`config.mk`:
```
export PLATFORM = sky130hd
export DESIGN_NAME = panel3w_writer
export DESIGN_NICKNAME = d
export VERILOG_FILES = /design/src/rtl/panel3w_pkg.sv /design/src/rtl/panel3w_ctrl.sv /design/src/rtl/panel3w_datapath.sv /design/src/rtl/panel3w_writer.sv
export SDC_FILE = /design/constraint.sdc
export NUM_CORES = 1
export LEC_CHECK = 0
export ABC_AREA = 1
export BUFFER_PORTS_ARGS = -buffer_cell sky130_fd_sc_hd__buf_2
export CORE_MARGIN = 4
export CORE_UTILIZATION = 55
export DETAILED_ROUTE_END_ITERATION = 10
export PLACE_DENSITY = 0.76
export RECOVER_POWER = 25
export SKIP_CTS_REPAIR_TIMING = 1
export SLEW_MARGIN = 10
export SYNTH_ARGS = -nofsm -noshare
export SYNTH_HDL_FRONTEND = slang
export SYNTH_SLANG_ARGS = --single-unit
```
`constraint.sdc`:
```
create_clock -name clk -period 2.45 [get_ports clk]
set_input_delay 0.245 -clock clk [delete_from_list [all_inputs] [get_ports clk]]
set_output_delay 0.245 -clock clk [all_outputs]
set_load 0.01 [all_outputs]
```
`src/rtl/panel3w_pkg.sv`:
```
package panel3w_pkg;

  localparam int ADDR_W  = 8;
  localparam int DATA_W  = 8;
  localparam int FRAME_W = ADDR_W + DATA_W;
  localparam int ON_LEN  = 5;
  localparam int IDX_W   = $clog2(ON_LEN + 1);

  typedef enum logic [2:0] {
    ST_IDLE,
    ST_SETUP,
    ST_LEAD,
    ST_BITLO,
    ST_BITHI
  } wrState_t;

  typedef enum logic [1:0] {
    SRC_CMD,
    SRC_ON,
    SRC_OFF
  } src_t;

  // strobes from control to datapath
  typedef struct packed {
    logic run;
    logic load;
    logic dropEn;
    logic fallClk;
    logic riseClk;
    logic raiseEn;
  } strobe_t;

  localparam logic [FRAME_W-1:0] OFF_WORD = 16'h055E;

  function automatic logic [FRAME_W-1:0] onWord(input logic [IDX_W-1:0] idx);
    logic [FRAME_W-1:0] w;
    case (idx)
      IDX_W'(0): w = 16'h051E;
      IDX_W'(1): w = 16'h055E;
      IDX_W'(2): w = 16'h078D;
      IDX_W'(3): w = 16'h1301;
      IDX_W'(4): w = 16'h055F;
      default:   w = '0;
    endcase
    return w;
  endfunction

endpackage

```
`src/rtl/panel3w_ctrl.sv`:
```
module panel3w_ctrl
  import panel3w_pkg::*;
(
  input  logic                  clk,
  input  logic                  rstN,
  input  logic                  phaseDone,
  input  logic                  cmdValid,
  input  logic [ADDR_W-1:0]     cmdAddr,
  input  logic [DATA_W-1:0]     cmdData,
  input  logic                  powerOnReq,
  input  logic                  powerOffReq,
  output logic                  cmdReady,
  output logic                  done,
  output strobe_t               stb,
  output logic [FRAME_W-1:0]    frameWord
);

  localparam int BIT_W = $clog2(FRAME_W);
  localparam logic [BIT_W-1:0] LAST_BIT = BIT_W'(FRAME_W - 1);

  wrState_t state;
  src_t src;
  logic [IDX_W-1:0] seqIdx;
  logic [BIT_W-1:0] bitCnt;

  logic isIdle, startOn, startOff, startCmd, lastFrame;

  always_comb begin
    isIdle    = (state == ST_IDLE);
    startOn   = isIdle && powerOnReq;
    startOff  = isIdle && !powerOnReq && powerOffReq;
    startCmd  = isIdle && !powerOnReq && !powerOffReq && cmdValid;
    lastFrame = (src != SRC_ON) || (seqIdx == IDX_W'(ON_LEN - 1));
  end

  assign cmdReady = isIdle && !powerOnReq && !powerOffReq;

  always_comb begin
    stb = '0;
    stb.run = !isIdle;
    frameWord = onWord(IDX_W'(seqIdx + 1'b1));
    case (state)
      ST_IDLE: begin
        stb.load = startOn || startOff || startCmd;
        if (startOn)       frameWord = onWord('0);
        else if (startOff) frameWord = OFF_WORD;
        else               frameWord = {cmdAddr, cmdData};
      end
      ST_SETUP: stb.dropEn  = phaseDone;
      ST_LEAD:  stb.fallClk = phaseDone;
      ST_BITLO: stb.riseClk = phaseDone;
      ST_BITHI: begin
        if (phaseDone) begin
          if (bitCnt == LAST_BIT) begin
            stb.raiseEn = 1'b1;
            stb.load    = !lastFrame;
          end else begin
            stb.fallClk = 1'b1;
          end
        end
      end
      default: ;
    endcase
  end

  always_ff @(posedge clk or negedge rstN) begin
    if (!rstN) begin
      state  <= ST_IDLE;
      src    <= SRC_CMD;
      seqIdx <= '0;
      bitCnt <= '0;
      done   <= 1'b0;
    end else begin
      done <= stb.raiseEn;
      case (state)
        ST_IDLE: begin
          if (stb.load) begin
            state  <= ST_SETUP;
            seqIdx <= '0;
            src    <= startOn ? SRC_ON : (startOff ? SRC_OFF : SRC_CMD);
          end
        end
        ST_SETUP: if (phaseDone) state <= ST_LEAD;
        ST_LEAD: begin
          if (phaseDone) begin
            state  <= ST_BITLO;
            bitCnt <= '0;
          end
        end
        ST_BITLO: if (phaseDone) state <= ST_BITHI;
        ST_BITHI: begin
          if (phaseDone) begin
            if (bitCnt == LAST_BIT) begin
              if (lastFrame) begin
                state <= ST_IDLE;
              end else begin
                state  <= ST_SETUP;
                seqIdx <= IDX_W'(seqIdx + 1'b1);
              end
            end else begin
              state  <= ST_BITLO;
              bitCnt <= BIT_W'(bitCnt + 1'b1);
            end
          end
        end
        default: state <= ST_IDLE;
      endcase
    end
  end


  seq_index_chk: assert property (@(posedge clk) disable iff (!rstN)
    seqIdx < IDX_W'(ON_LEN));


  on_priority_chk: assert property (@(posedge clk) disable iff (!rstN)
    (isIdle && powerOnReq) |=> (src == SRC_ON && state == ST_SETUP));


  busy_ignore_chk: assert property (@(posedge clk) disable iff (!rstN)
    (!isIdle && state != ST_BITHI) |=> $stable(src));

endmodule

```
`src/rtl/panel3w_datapath.sv`:
```
module panel3w_datapath
  import panel3w_pkg::*;
#(
  parameter int DIV_W = 8
) (
  input  logic                clk,
  input  logic                rstN,
  input  logic [DIV_W-1:0]    halfPeriod,
  input  strobe_t             stb,
  input  logic [FRAME_W-1:0]  frameWord,
  output logic                phaseDone,
  output logic                serEnN,
  output logic                serClk,
  output logic                serData
);

  logic [DIV_W-1:0]   hLat;
  logic [DIV_W-1:0]   cnt;
  logic [FRAME_W-1:0] shiftReg;

  assign phaseDone = (cnt == DIV_W'(hLat - 1'b1));

  always_ff @(posedge clk or negedge rstN) begin
    if (!rstN) begin
      hLat <= DIV_W'(1);
      cnt  <= '0;
    end else begin
      if (stb.load)
        hLat <= (halfPeriod == '0) ? DIV_W'(1) : halfPeriod;
      if (!stb.run || stb.load || phaseDone)
        cnt <= '0;
      else
        cnt <= DIV_W'(cnt + 1'b1);
    end
  end

  always_ff @(posedge clk or negedge rstN) begin
    if (!rstN) begin
      serEnN   <= 1'b1;
      serClk   <= 1'b1;
      serData  <= 1'b0;
      shiftReg <= '0;
    end else begin
      if (stb.dropEn) serEnN <= 1'b0;
      if (stb.riseClk) serClk <= 1'b1;
      if (stb.fallClk) begin
        serClk   <= 1'b0;
        serData  <= shiftReg[FRAME_W-1];
        shiftReg <= {shiftReg[FRAME_W-2:0], 1'b0};
      end
      if (stb.raiseEn) begin
        serEnN  <= 1'b1;
        serData <= 1'b0;
      end
      if (stb.load) begin
        shiftReg <= frameWord;
        serData  <= 1'b0;
      end
    end
  end


  start_quiet_chk: assert property (@(posedge clk) disable iff (!rstN)
    $fell(serEnN) |-> (serClk && !serData));


  clk_gated_chk: assert property (@(posedge clk) disable iff (!rstN)
    serEnN |-> serClk);


  data_hold_chk: assert property (@(posedge clk) disable iff (!rstN)
    (!serEnN && serClk && $past(serClk)) |-> $stable(serData));


  timer_range_chk: assert property (@(posedge clk) disable iff (!rstN)
    (hLat != '0) && (cnt < hLat));

endmodule

```
`src/rtl/panel3w_writer.sv`:
```
module panel3w_writer
  import panel3w_pkg::*;
#(
  parameter int DIV_W = 8
) (
  input  logic              clk,
  input  logic              rstN,
  input  logic [DIV_W-1:0]  halfPeriod,
  input  logic              cmdValid,
  output logic              cmdReady,
  input  logic [7:0]        cmdAddr,
  input  logic [7:0]        cmdData,
  input  logic              powerOnReq,
  input  logic              powerOffReq,
  output logic              done,
  output logic              serEnN,
  output logic              serClk,
  output logic              serData
);

  strobe_t            stb;
  logic               phaseDone;
  logic [FRAME_W-1:0] frameWord;

  panel3w_ctrl u_ctrl (
    .clk        (clk),
    .rstN       (rstN),
    .phaseDone  (phaseDone),
    .cmdValid   (cmdValid),
    .cmdAddr    (cmdAddr),
    .cmdData    (cmdData),
    .powerOnReq (powerOnReq),
    .powerOffReq(powerOffReq),
    .cmdReady   (cmdReady),
    .done       (done),
    .stb        (stb),
    .frameWord  (frameWord)
  );

  panel3w_datapath #(.DIV_W(DIV_W)) u_dp (
    .clk       (clk),
    .rstN      (rstN),
    .halfPeriod(halfPeriod),
    .stb       (stb),
    .frameWord (frameWord),
    .phaseDone (phaseDone),
    .serEnN    (serEnN),
    .serClk    (serClk),
    .serData   (serData)
  );


  done_edge_chk: assert property (@(posedge clk) disable iff (!rstN)
    done |-> (serEnN && serClk && $past(!serEnN)));


  busy_ready_chk: assert property (@(posedge clk) disable iff (!rstN)
    !serEnN |-> !cmdReady);

endmodule

```
==> After elaboration in Yosys (flattened, before gate mapping) <==
Cells that the tools add are included.
{ "op_classes": {"eq_ne": 20, "n_mux": 45, "n_reduce_logical": 26, "add_sub_neg": 4} }
{ "ops": {"columns": ["cell", "n"], "rows": [
  ["2-to-1 mux 16 bit", 5],
  ["case mux 13 bit (5 select lines)", 1],
  ["2-to-1 mux 3 bit", 9],
  ["2-to-1 mux 1 bit", 17],
  ["2-to-1 mux 8 bit", 2],
  ["case mux 3 bit (5 select lines)", 1],
  ["inequality test 2 x 1 -> 1 bit (second input constant)", 7],
  ["== test 3 x 2 -> 1 bit (second input constant)", 4],
  ["2-to-1 mux 4 bit", 3],
  ["AND reduction 5 bit", 2],
  ["nonzero test 2 bit", 5],
  ["== test 3 bit (second input constant)", 3],
  ["adder 8 x 1 -> 8 bit (second input constant)", 1],
  ["== test 8 bit", 1],
  ["logical NOT 8 bit", 1],
  ["case mux 4 bit (2 select lines)", 1],
  ["subtractor 8 x 1 -> 8 bit (second input constant)", 1],
  ["== test 3 x 1 -> 1 bit (second input constant)", 2],
  ["logical NOT 3 bit", 2],
  ["2-to-1 mux 2 bit", 3],
  ["case mux 3 bit (2 select lines)", 1],
  ["logical AND 1 bit", 5],
  ["logical OR 1 bit", 5],
  ["adder 4 x 1 -> 4 bit (second input constant)", 1],
  ["8 further kinds", 12]
]} }
{ "word_totals": {"word_cells": 106, "regBits": 48} }

==> Logic depth before layout (Yosys ltp) <==
Gate-level depths: netlist (run 1).
{ "logic_depth": {"word_depth": 9, "mapped_depth": 16} }

==> By module <==
A second synthesis (run 1) with hierarchy kept.
{ "unflattened": {"hier_cells": 391, "hier_area_um2": 2851.5} }
{ "modules_own_cells": {"columns": ["mod", "seq_area_each_um2", "cells_each", "area_per_inst_um2", "n_inst"], "rows": [
  ["panel3w_datapath", 879.6, 226, 1755.4, 1],
  ["panel3w_ctrl", 325.3, 165, 1096.1, 1]
]} }

==> Least setup slack after synthesis (run 1) <==
Ideal clock, no wire load.
{ "synth_path": {"kind": "flip-flop to flip-flop", "from": "reg u_dp.hLat[0]", "to": "reg u_dp.shiftReg[7]", "period_less_slack_ns": 2.088, "setup_slack_ns": 0.362, "required_ns": 2.334, "setup_time_ns": 0.116, "t_arrival_ns": 1.971, "n_path_buf": 1, "path_stages_with_launch": 15, "cell_sequence": "dfstp_2 > inv_1 > ha_1 > inv_1 > nand2_1 > nand2_1 > xor2_1 > nand2_1 > nor2_4 > nand4_4 > nand2_4 > buf_6 > nand2_1 > nand2_1 > nand2_1"} }
{ "synth_between": {"elab_chain_cells": 5} }
{ "synth_rtl": {"columns": ["item", "line", "text"], "rows": [
  ["start: declaration", "panel3w_datapath.sv:17", "logic [DIV_W-1:0] hLat;"],
  ["start signal: assignment", "panel3w_datapath.sv:29", "hLat <= (halfPeriod == '0) ? DIV_W'(1) : halfPeriod;"],
  ["subtractor 8 x 1 -> 8 bit (*)", "panel3w_datapath.sv:21", "assign phaseDone = (cnt == DIV_W'(hLat - 1'b1));"],
  ["== test 8 bit (*)", "panel3w_datapath.sv:21", null],
  ["2-to-1 mux 1 bit", "panel3w_ctrl.sv:53", "if (phaseDone) begin"],
  ["case mux 1 bit (2 select lines)", "panel3w_ctrl.sv:42", "case (state)"],
  ["2-to-1 mux 16 bit / nonzero test 2 bit (equally long branches)", null, null],
  ["end signal: assignment", "panel3w_datapath.sv:49", "shiftReg <= {shiftReg[FRAME_W-2:0], 1'b0};"],
  ["end signal: assignment", "panel3w_datapath.sv:56", "shiftReg <= frameWord;"],
  ["end: declaration", "panel3w_datapath.sv:19", "logic [FRAME_W-1:0] shiftReg;"]
]} }
Every way passes the cells marked *; elsewhere a longest branch is shown, timed or not.
A chain may end at the register's enable or synchronous reset.

==> Worst setup path after layout (run 1) <==
{ "layout_path": {"from": "reg u_dp.hLat[0]", "to": "reg u_dp.shiftReg[3]"} }
The elaborated chain is that of the path after synthesis.

==> results of run 1 <==
-- synth_stat cells, types with 4 or more instances --
| cell type | number | share of area, % |
|---|---|---|
| buf_2 | 4 | 0.67 |
| nor3_1 | 6 | 1.0 |
| ha_1 | 8 | 3.3 |
| nand3_1 | 30 | 5.0 |
| dfrtp_1 | 45 | 38 |
| nand4_1 | 7 | 1.5 |
| xor2_1 | 8 | 2.3 |
| nand2_1 | 112 | 14 |
| o21ai_0 | 27 | 4.5 |
| o21ai_1 | 18 | 3.0 |
| nor2_1 | 38 | 4.8 |
| inv_2 | 4 | 0.50 |
| nor2_2 | 6 | 1.3 |
| inv_1 | 56 | 7.0 |
-- layout make-up --
type                       count  area (um2)
multi-input combinational    293        1530
clock buffer                   7        76.3
tap                           70        87.6
sequential                    48        1200
fill                         498        1790
inverter                      60         225
clock inverter                 1        8.76
timing repair buffer          48         280
-- worst max-delay path: stages (launching register included) --
cell and delay, ps:
dfstp_2 550, inv_1 70, ha_1 260, inv_1 70
nand2_1 40, nand2_1 100, xor2_2 170, nand2_1 110
nor2_4 130, nand4_4 140, buf_4 200, nand3_1 110
inv_1 120, nand2_1 70, nand2_1 50
-- worst max-delay path by stage --
stage / depth (start not counted) / from / to / slack [ps]
4_1_cts: 15 / u_dp.hLat[0] / u_ctrl.bitCnt[2] / 20
5_1_grt: 14 / u_dp.hLat[0] / u_dp.shiftReg[7] / -80
3_5_place_dp: 15 / u_dp.hLat[0] / u_ctrl.bitCnt[2] / 40
6_report: 14 / u_dp.hLat[0] / u_dp.shiftReg[3] / 160
2_1_floorplan: 14 / u_dp.hLat[0] / u_dp.shiftReg[7] / 360
3_3_place_gp: 15 / u_dp.hLat[0] / u_dp.shiftReg[10] / 120
-- registers in the layout, indices dropped and copies added (netlist names) --
name	count
u_dp.shiftReg	16
u_dp.cnt	8
u_dp.hLat	8
u_ctrl.bitCnt	4
u_ctrl.seqIdx	3
u_ctrl.state	3
u_ctrl.src	2
u_ctrl.done	1
u_dp.serClk	1
u_dp.serData	1
u_dp.serEnN	1
-- cell families after synthesis --
family | Yosys count | share of synthesized area (%)
AOI/OAI and AO/OA | 57 | 10.5
adders and majority gates | 8 | 3.33
buffers and inverters | 71 | 10.1
muxes | 1 | 0.333
DFF | 48 | 40.1
and+or+nand+nor | 215 | 32.4
xor gates and xnor gates | 11 | 3.21
-- routing by layer --
metal / GRT usage (%) / vias up / routed length [um]
met5: 0 / - / 0
met4: 5.15 / 0 / 66
met3: 4.82 / 9 / 360
met2: 36.8 / 89 / 3300
met1: 32.4 / 1297 / 3270
li1: - / 1394 / -
-- per-stage QoR --
| stage | instances | worst slack, ps | total power, W |
|---|---|---|---|
| floorplan | 411 | 362 | 0.00267 |
| CTS | 521 | 23.4 | 0.00353 |
| detailed placement | 513 | 39.8 | 0.00306 |
| global route | 527 | -84.0 | 0.00402 |
| global placement | 513 | 124 | 0.00301 |
| finish | 527 | 162 | 0.00364 |
-- where the power goes --
group,internal [W],switching [W],leakage [nW]
Clock,0.000204,0.000266,0.0424
Combinational,0.000661,0.00126,1.12
Sequential,0.00105,0.000192,0.612
==> flow_summary_export.csv, run 1 <==
group,metric,value,unit
sta,max_freq,437,MHz
clock_tree,clkLatencyLatePin,300,ps
clock_tree,clkTransAtPathRegs,90,ps
hold_path,min_to,"u_dp.shiftReg[5]",
final_layout,syn2layout_area_growth,13.7,%
clock_tree,cts_sinks,48,
sta,tightest_slew,1200,ps
power_and_ir_drop,leakage,1.77,nW
sta,final-max-slew-violation-count,0,
final_layout,antenna_cells,0,
final_layout,fin_area,3410,um2
detailed_routing,initialDrtViolationCount,264,
worst_setup_path,path_max_fanout,7,
grt,overflow,0,
sta,layout_min_cycle_time,2290,ps
sta,hold_viol,0,
synth,netlist_area,3000,um2
detailed_routing,vias,2789,
hold_path,hp-class,"in -> reg",
synth,synth-seq-area-share,40.1,%
clock_tree,cts_buffers,5,
worst_setup_path,r2r_slack,160,ps
floorplanning,io_pins,34,
outcome,status,"complete, no violations",
synth,async_reset_ff_share,100,%
synth,synth-main-ff-cell,"dfrtp_1",
hold_path,hold_depth,3,
floorplanning,chipHeight,81.9,um
detailed_routing,routedWlPerCell,13.3,um
detailed_routing,routed_wl,6990,um
detailed_routing,drt_pre_antenna_iters,5,
worst_setup_path,critPathLaunchType,"flip-flop",
clock_tree,cts_tree,"done",
power_and_ir_drop,power.density,1070,nW/um2
sta,finalClockSkew,6.76,ps
clock_tree,h-tree-depth,2,
worst_setup_path,required,2650,ps
worst_setup_path,cp-end-kind,"flip-flop",
grt,grt_pass1_wl,11900,um
detailed_routing,postRouteAntennaNets,0,
flow_run,drv_cap,0,
worst_setup_path,timing.rr.end,"u_dp.shiftReg[3]",
power_and_ir_drop,max-vdd-ir-drop,0.529,mV
placed_design,placed_area,3250,um2
synth,postSynthAreaPerCell,7.30,um2
grt,grt_max_degree,27,
grt,grt_usage,23.1,%
placed_design,gp_congestion,0.914,
synth,synth_edf_count,0,
sta,final-setup-viol-count,0,
grt,antenna_found_initial,0,
final_layout,final_common_cell,"nand2_1",
worst_setup_path,timing.rr.start,"u_dp.hLat[0]",
floorplanning,die_area,6700,um2
final_layout,final_cell_mix,"112 x nand2_1, 55 x inv_1, 45 x dfrtp_1, 37 x nor2_1, 32 x buf_2",
worst_setup_path,critPathArrivalTime,2490,ps
clock_tree,root_buffer,"clkbuf_8",
floorplanning,fp-row-count,26,
worst_setup_path,path_class,"reg -> reg",
sta,holdWs,171,ps
final_layout,fin_util,65.6,%
clock_tree,clock_path_buffers,2,
placed_design,io_buffers,33,
synth,ys_ff_latch,48,
floorplanning,core_area,5200,um2
placed_design,detailed_place_hpwl,5250,um
floorplanning,die_x,81.9,um
grt,grt_pass1_vias,2604,
floorplanning,start_util,57.7,%
sta,slew_headroom,20.3,%
synth,yosys_warnings,0,
final_layout,final_layout_size_suffix_gt1_share,17.5,%
synth,synthesis.nets,448,
worst_setup_path,rr_worst_depth,14,
synth,synth_cells,411,
sta,period_share,93.4,%
hold_path,min_from,"cmdData[5]",
detailed_routing,viasPerCell,5.29,
sta,fin_tns_setup,0,ps
final_layout,nNetsFinal,493,
synth,ys_types,38,
detailed_routing,route.detailed.drc,0,
sta,rsz0062_at_grt,"true",
Power figures use the tool's default switching activity.
==> run 2: changes to the inputs <==
--- a/config.mk
+++ b/config.mk
@@ -7,11 +7,13 @@
 export LEC_CHECK = 0
 export ABC_AREA = 1
 export BUFFER_PORTS_ARGS = -buffer_cell sky130_fd_sc_hd__buf_2
+export CELL_PAD_IN_SITES_DETAIL_PLACEMENT = 1
+export CELL_PAD_IN_SITES_GLOBAL_PLACEMENT = 2
 export CORE_MARGIN = 4
-export CORE_UTILIZATION = 55
+export CORE_UTILIZATION = 33
 export DETAILED_ROUTE_END_ITERATION = 10
-export PLACE_DENSITY = 0.76
-export RECOVER_POWER = 25
+export PLACE_DENSITY_LB_ADDON = 0.1
+export RECOVER_POWER = 100
 export SKIP_CTS_REPAIR_TIMING = 1
 export SLEW_MARGIN = 10
 export SYNTH_ARGS = -nofsm -noshare
==> flow_summary_export.csv, run 2 (same netlist as run 1, synthesis figures left out) <==
group,metric,value,unit
outcome,status,"finished with violations",
outcome,violations,"max-capacitance violations, max-slew violations",
grt,antenna_found_initial,0,
detailed_routing,vias,2760,
worst_setup_path,slowest_delay,550,ps
power_and_ir_drop,leakage,1.77,nW
placed_design,dpl.cell_count,557,
sta,final-setup-viol-count,0,
detailed_routing,viasPerCell,4.84,
floorplanning,core_area,8810,um2
floorplanning,start_util,34.1,%
worst_setup_path,required,2640,ps
worst_setup_path,critPathLaunchType,"flip-flop",
detailed_routing,initialDrtViolationCount,56,
power_and_ir_drop,power.share.combinational,54.3,%
sta,tightest_slew,2020,ps
power_and_ir_drop,p_int,0.00197,W
final_layout,reg_top3,"u_dp.shiftReg x16, u_dp.cnt x8, u_dp.hLat x8",
worst_setup_path,worstSetupStartpoint,"u_dp.hLat[0]",
worst_setup_path,timing.rr.end,"u_dp.shiftReg[8]",
floorplanning,fp-row-count,34,
hold_path,hp-class,"in -> reg",
floorplanning,io_pins,34,
clock_tree,cts_sinks,48,
worst_setup_path,crit_family,"simple AND/OR/NAND/NOR gates",
final_layout,nNetsFinal,498,
clock_tree,h-tree-depth,2,
hold_path,min_from,"halfPeriod[2]",
placed_design,io_buffers,33,
final_layout,final_cell_mix,"112 x nand2_1, 54 x inv_1, 45 x dfrtp_1, 37 x nor2_1, 30 x o21ai_0",
worst_setup_path,crit_buf_inv,3,
sta,layout_min_cycle_time,2290,ps
clock_tree,root_buffer,"clkbuf_8",
hold_path,min_to,"u_dp.hLat[2]",
hold_path,hold_depth,3,
sta,finalClockSkew,8.61,ps
worst_setup_path,r2r_slack,160,ps
power_and_ir_drop,p_sw,0.00180,W
power_and_ir_drop,power.density,1090,nW/um2
floorplanning,chipHeight,103,um
clock_tree,cts_buffers,5,
sta,fin_tns_setup,0,ps
detailed_routing,routedWlPerCell,14.8,um
grt,overflow,0,
final_layout,final_common_cell,"nand2_1",
worst_setup_path,path_class,"reg -> reg",
sta,max_freq,436,MHz
worst_setup_path,path_max_fanout,6,
sta,period_share,93.5,%
floorplanning,die_x,103,um
clock_tree,cts_tree,"done",
grt,grt_pass1_wl,14000,um
final_layout,antenna_cells,0,
grt,grt_max_degree,37,
worst_setup_path,cp_slowest_cell,"dfstp_2",
worst_setup_path,critPathArrivalTime,2480,ps
grt,grt_usage,17.0,%
sta,rsz0062_at_grt,"false",
placed_design,detailed_place_hpwl,6700,um
grt,grt_pass1_vias,2907,
power_and_ir_drop,seqPwrFrac,33.2,%
clock_tree,clock_path_buffers,2,
final_layout,instances_no_fill,570,
final_layout,largest_reg_flops,16,
detailed_routing,postRouteAntennaNets,0,
clock_tree,clkLatencyLatePin,300,ps
power_and_ir_drop,clkPwrFrac,12.5,%
detailed_routing,routed_wl,8420,um
worst_setup_path,rr_worst_depth,14,
final_layout,largest-register,"u_dp.shiftReg",
final_layout,final_layout_size_suffix_gt1_share,17.7,%
detailed_routing,drt_pre_antenna_iters,4,
worst_setup_path,timing.rr.start,"u_dp.hLat[0]",
worst_setup_path,cp-end-kind,"flip-flop",
power_and_ir_drop,max-vdd-ir-drop,0.302,mV
floorplanning,die_area,10700,um2
sta,slew_headroom,-34.8,%
power_and_ir_drop,swShare,47.7,%
sta,hold_viol,0,
detailed_routing,route.detailed.drc,0,
final_layout,syn2layout_area_growth,15.7,%
flow_run,drv_cap,1,
worst_setup_path,crit_chain,"inv_1 > ha_2 > inv_1 > nand2_1 > nand2_1 > nor2_2 > nand2_1 > nor2_1 > nand2_1 > nor2_4 > nand3_4 > clkbuf_1 > o21ai_0 > o21ai_0",
sta,final-max-slew-violation-count,37,
worst_setup_path,cp_common_cell,"nand2_1",
placed_design,gp_congestion,0.816,
clock_tree,clkTransAtPathRegs,90,ps
[run 2: cell types whose count changed in the layout (fill, tap and decap cells not counted), moves of 2 or more]
| cell | previous run | this run |
|---|---|---|
| nand3_2 | 0 | 2 |
| o21ai_0 | 25 | 30 |
| clkbuf_1 | 3 | 10 |
| o21ai_1 | 20 | 15 |
| buf_2 | 32 | 28 |
| clkbuf_2 | 1 | 3 |
[run 2: worst max path at each step]
stage	to	slack [ps]	cells past startpoint
after floorplan	u_dp.shiftReg[7]	360	14
after global placement	u_dp.hLat[7]	1	13
after detailed placement	u_dp.hLat[7]	-70	13
after CTS	u_dp.hLat[7]	-100	13
after global routing	u_dp.serData	1	16
final	u_dp.shiftReg[8]	160	14
[run 2: power groups by stage]
stage               combinational [W]  clock [W]  sequential (W)
finish                        0.00205   0.000472         0.00125
global placement              0.00192          0         0.00126
detailed placement            0.00195          0         0.00127
global route                  0.00235   0.000529         0.00130
CTS                           0.00197   0.000503         0.00125
floorplan                     0.00147          0         0.00120
[run 2: final cells by class]
cell class / count / area [um2]
multi-input cells: 293 / 1540
flip-flops and latches: 48 / 1200
inverters: 60 / 225
clock buffers: 7 / 76.3
well taps: 108 / 135
repair buffers: 53 / 290
fillers: 1116 / 5330
clock inverters: 1 / 5.00
[run 2: through the flow]
step	setup slack (ps)	instance area [um2]	util, %	total power (W)	hold slack [ps]
2_1_floorplan	362	3000	-	0.00267	-50.6
3_3_place_gp	1.40	3340	38.0	0.00318	412
3_5_place_dp	-73.5	3340	38.0	0.00322	423
4_1_cts	-104	3430	38.9	0.00373	85.0
5_1_grt	0.994	3470	39.4	0.00417	169
6_report	158	3470	39.4	0.00377	172
[run 2: routing by layer]
metal  global-route usage (%)  vias to the layer above  part of all wire, %
li1                         -                     1409                    -
met1                     22.5                     1315                   48
met3                     2.68                        8                  1.8
met4                     3.98                        0                  1.2
met5                        0                        -                    0
met2                     29.1                       28                   49
[run 2: worst reg2reg max path, delay by kind of cell, from the launching register on]
kind / cells / cell delay, ps
AND/OR/NAND/NOR: 8 / 770
flip-flops: 1 / 550
adder cells (fa/ha/maj): 1 / 330
buffers and inverters: 3 / 280
AO/OA/AOI/OAI: 2 / 250
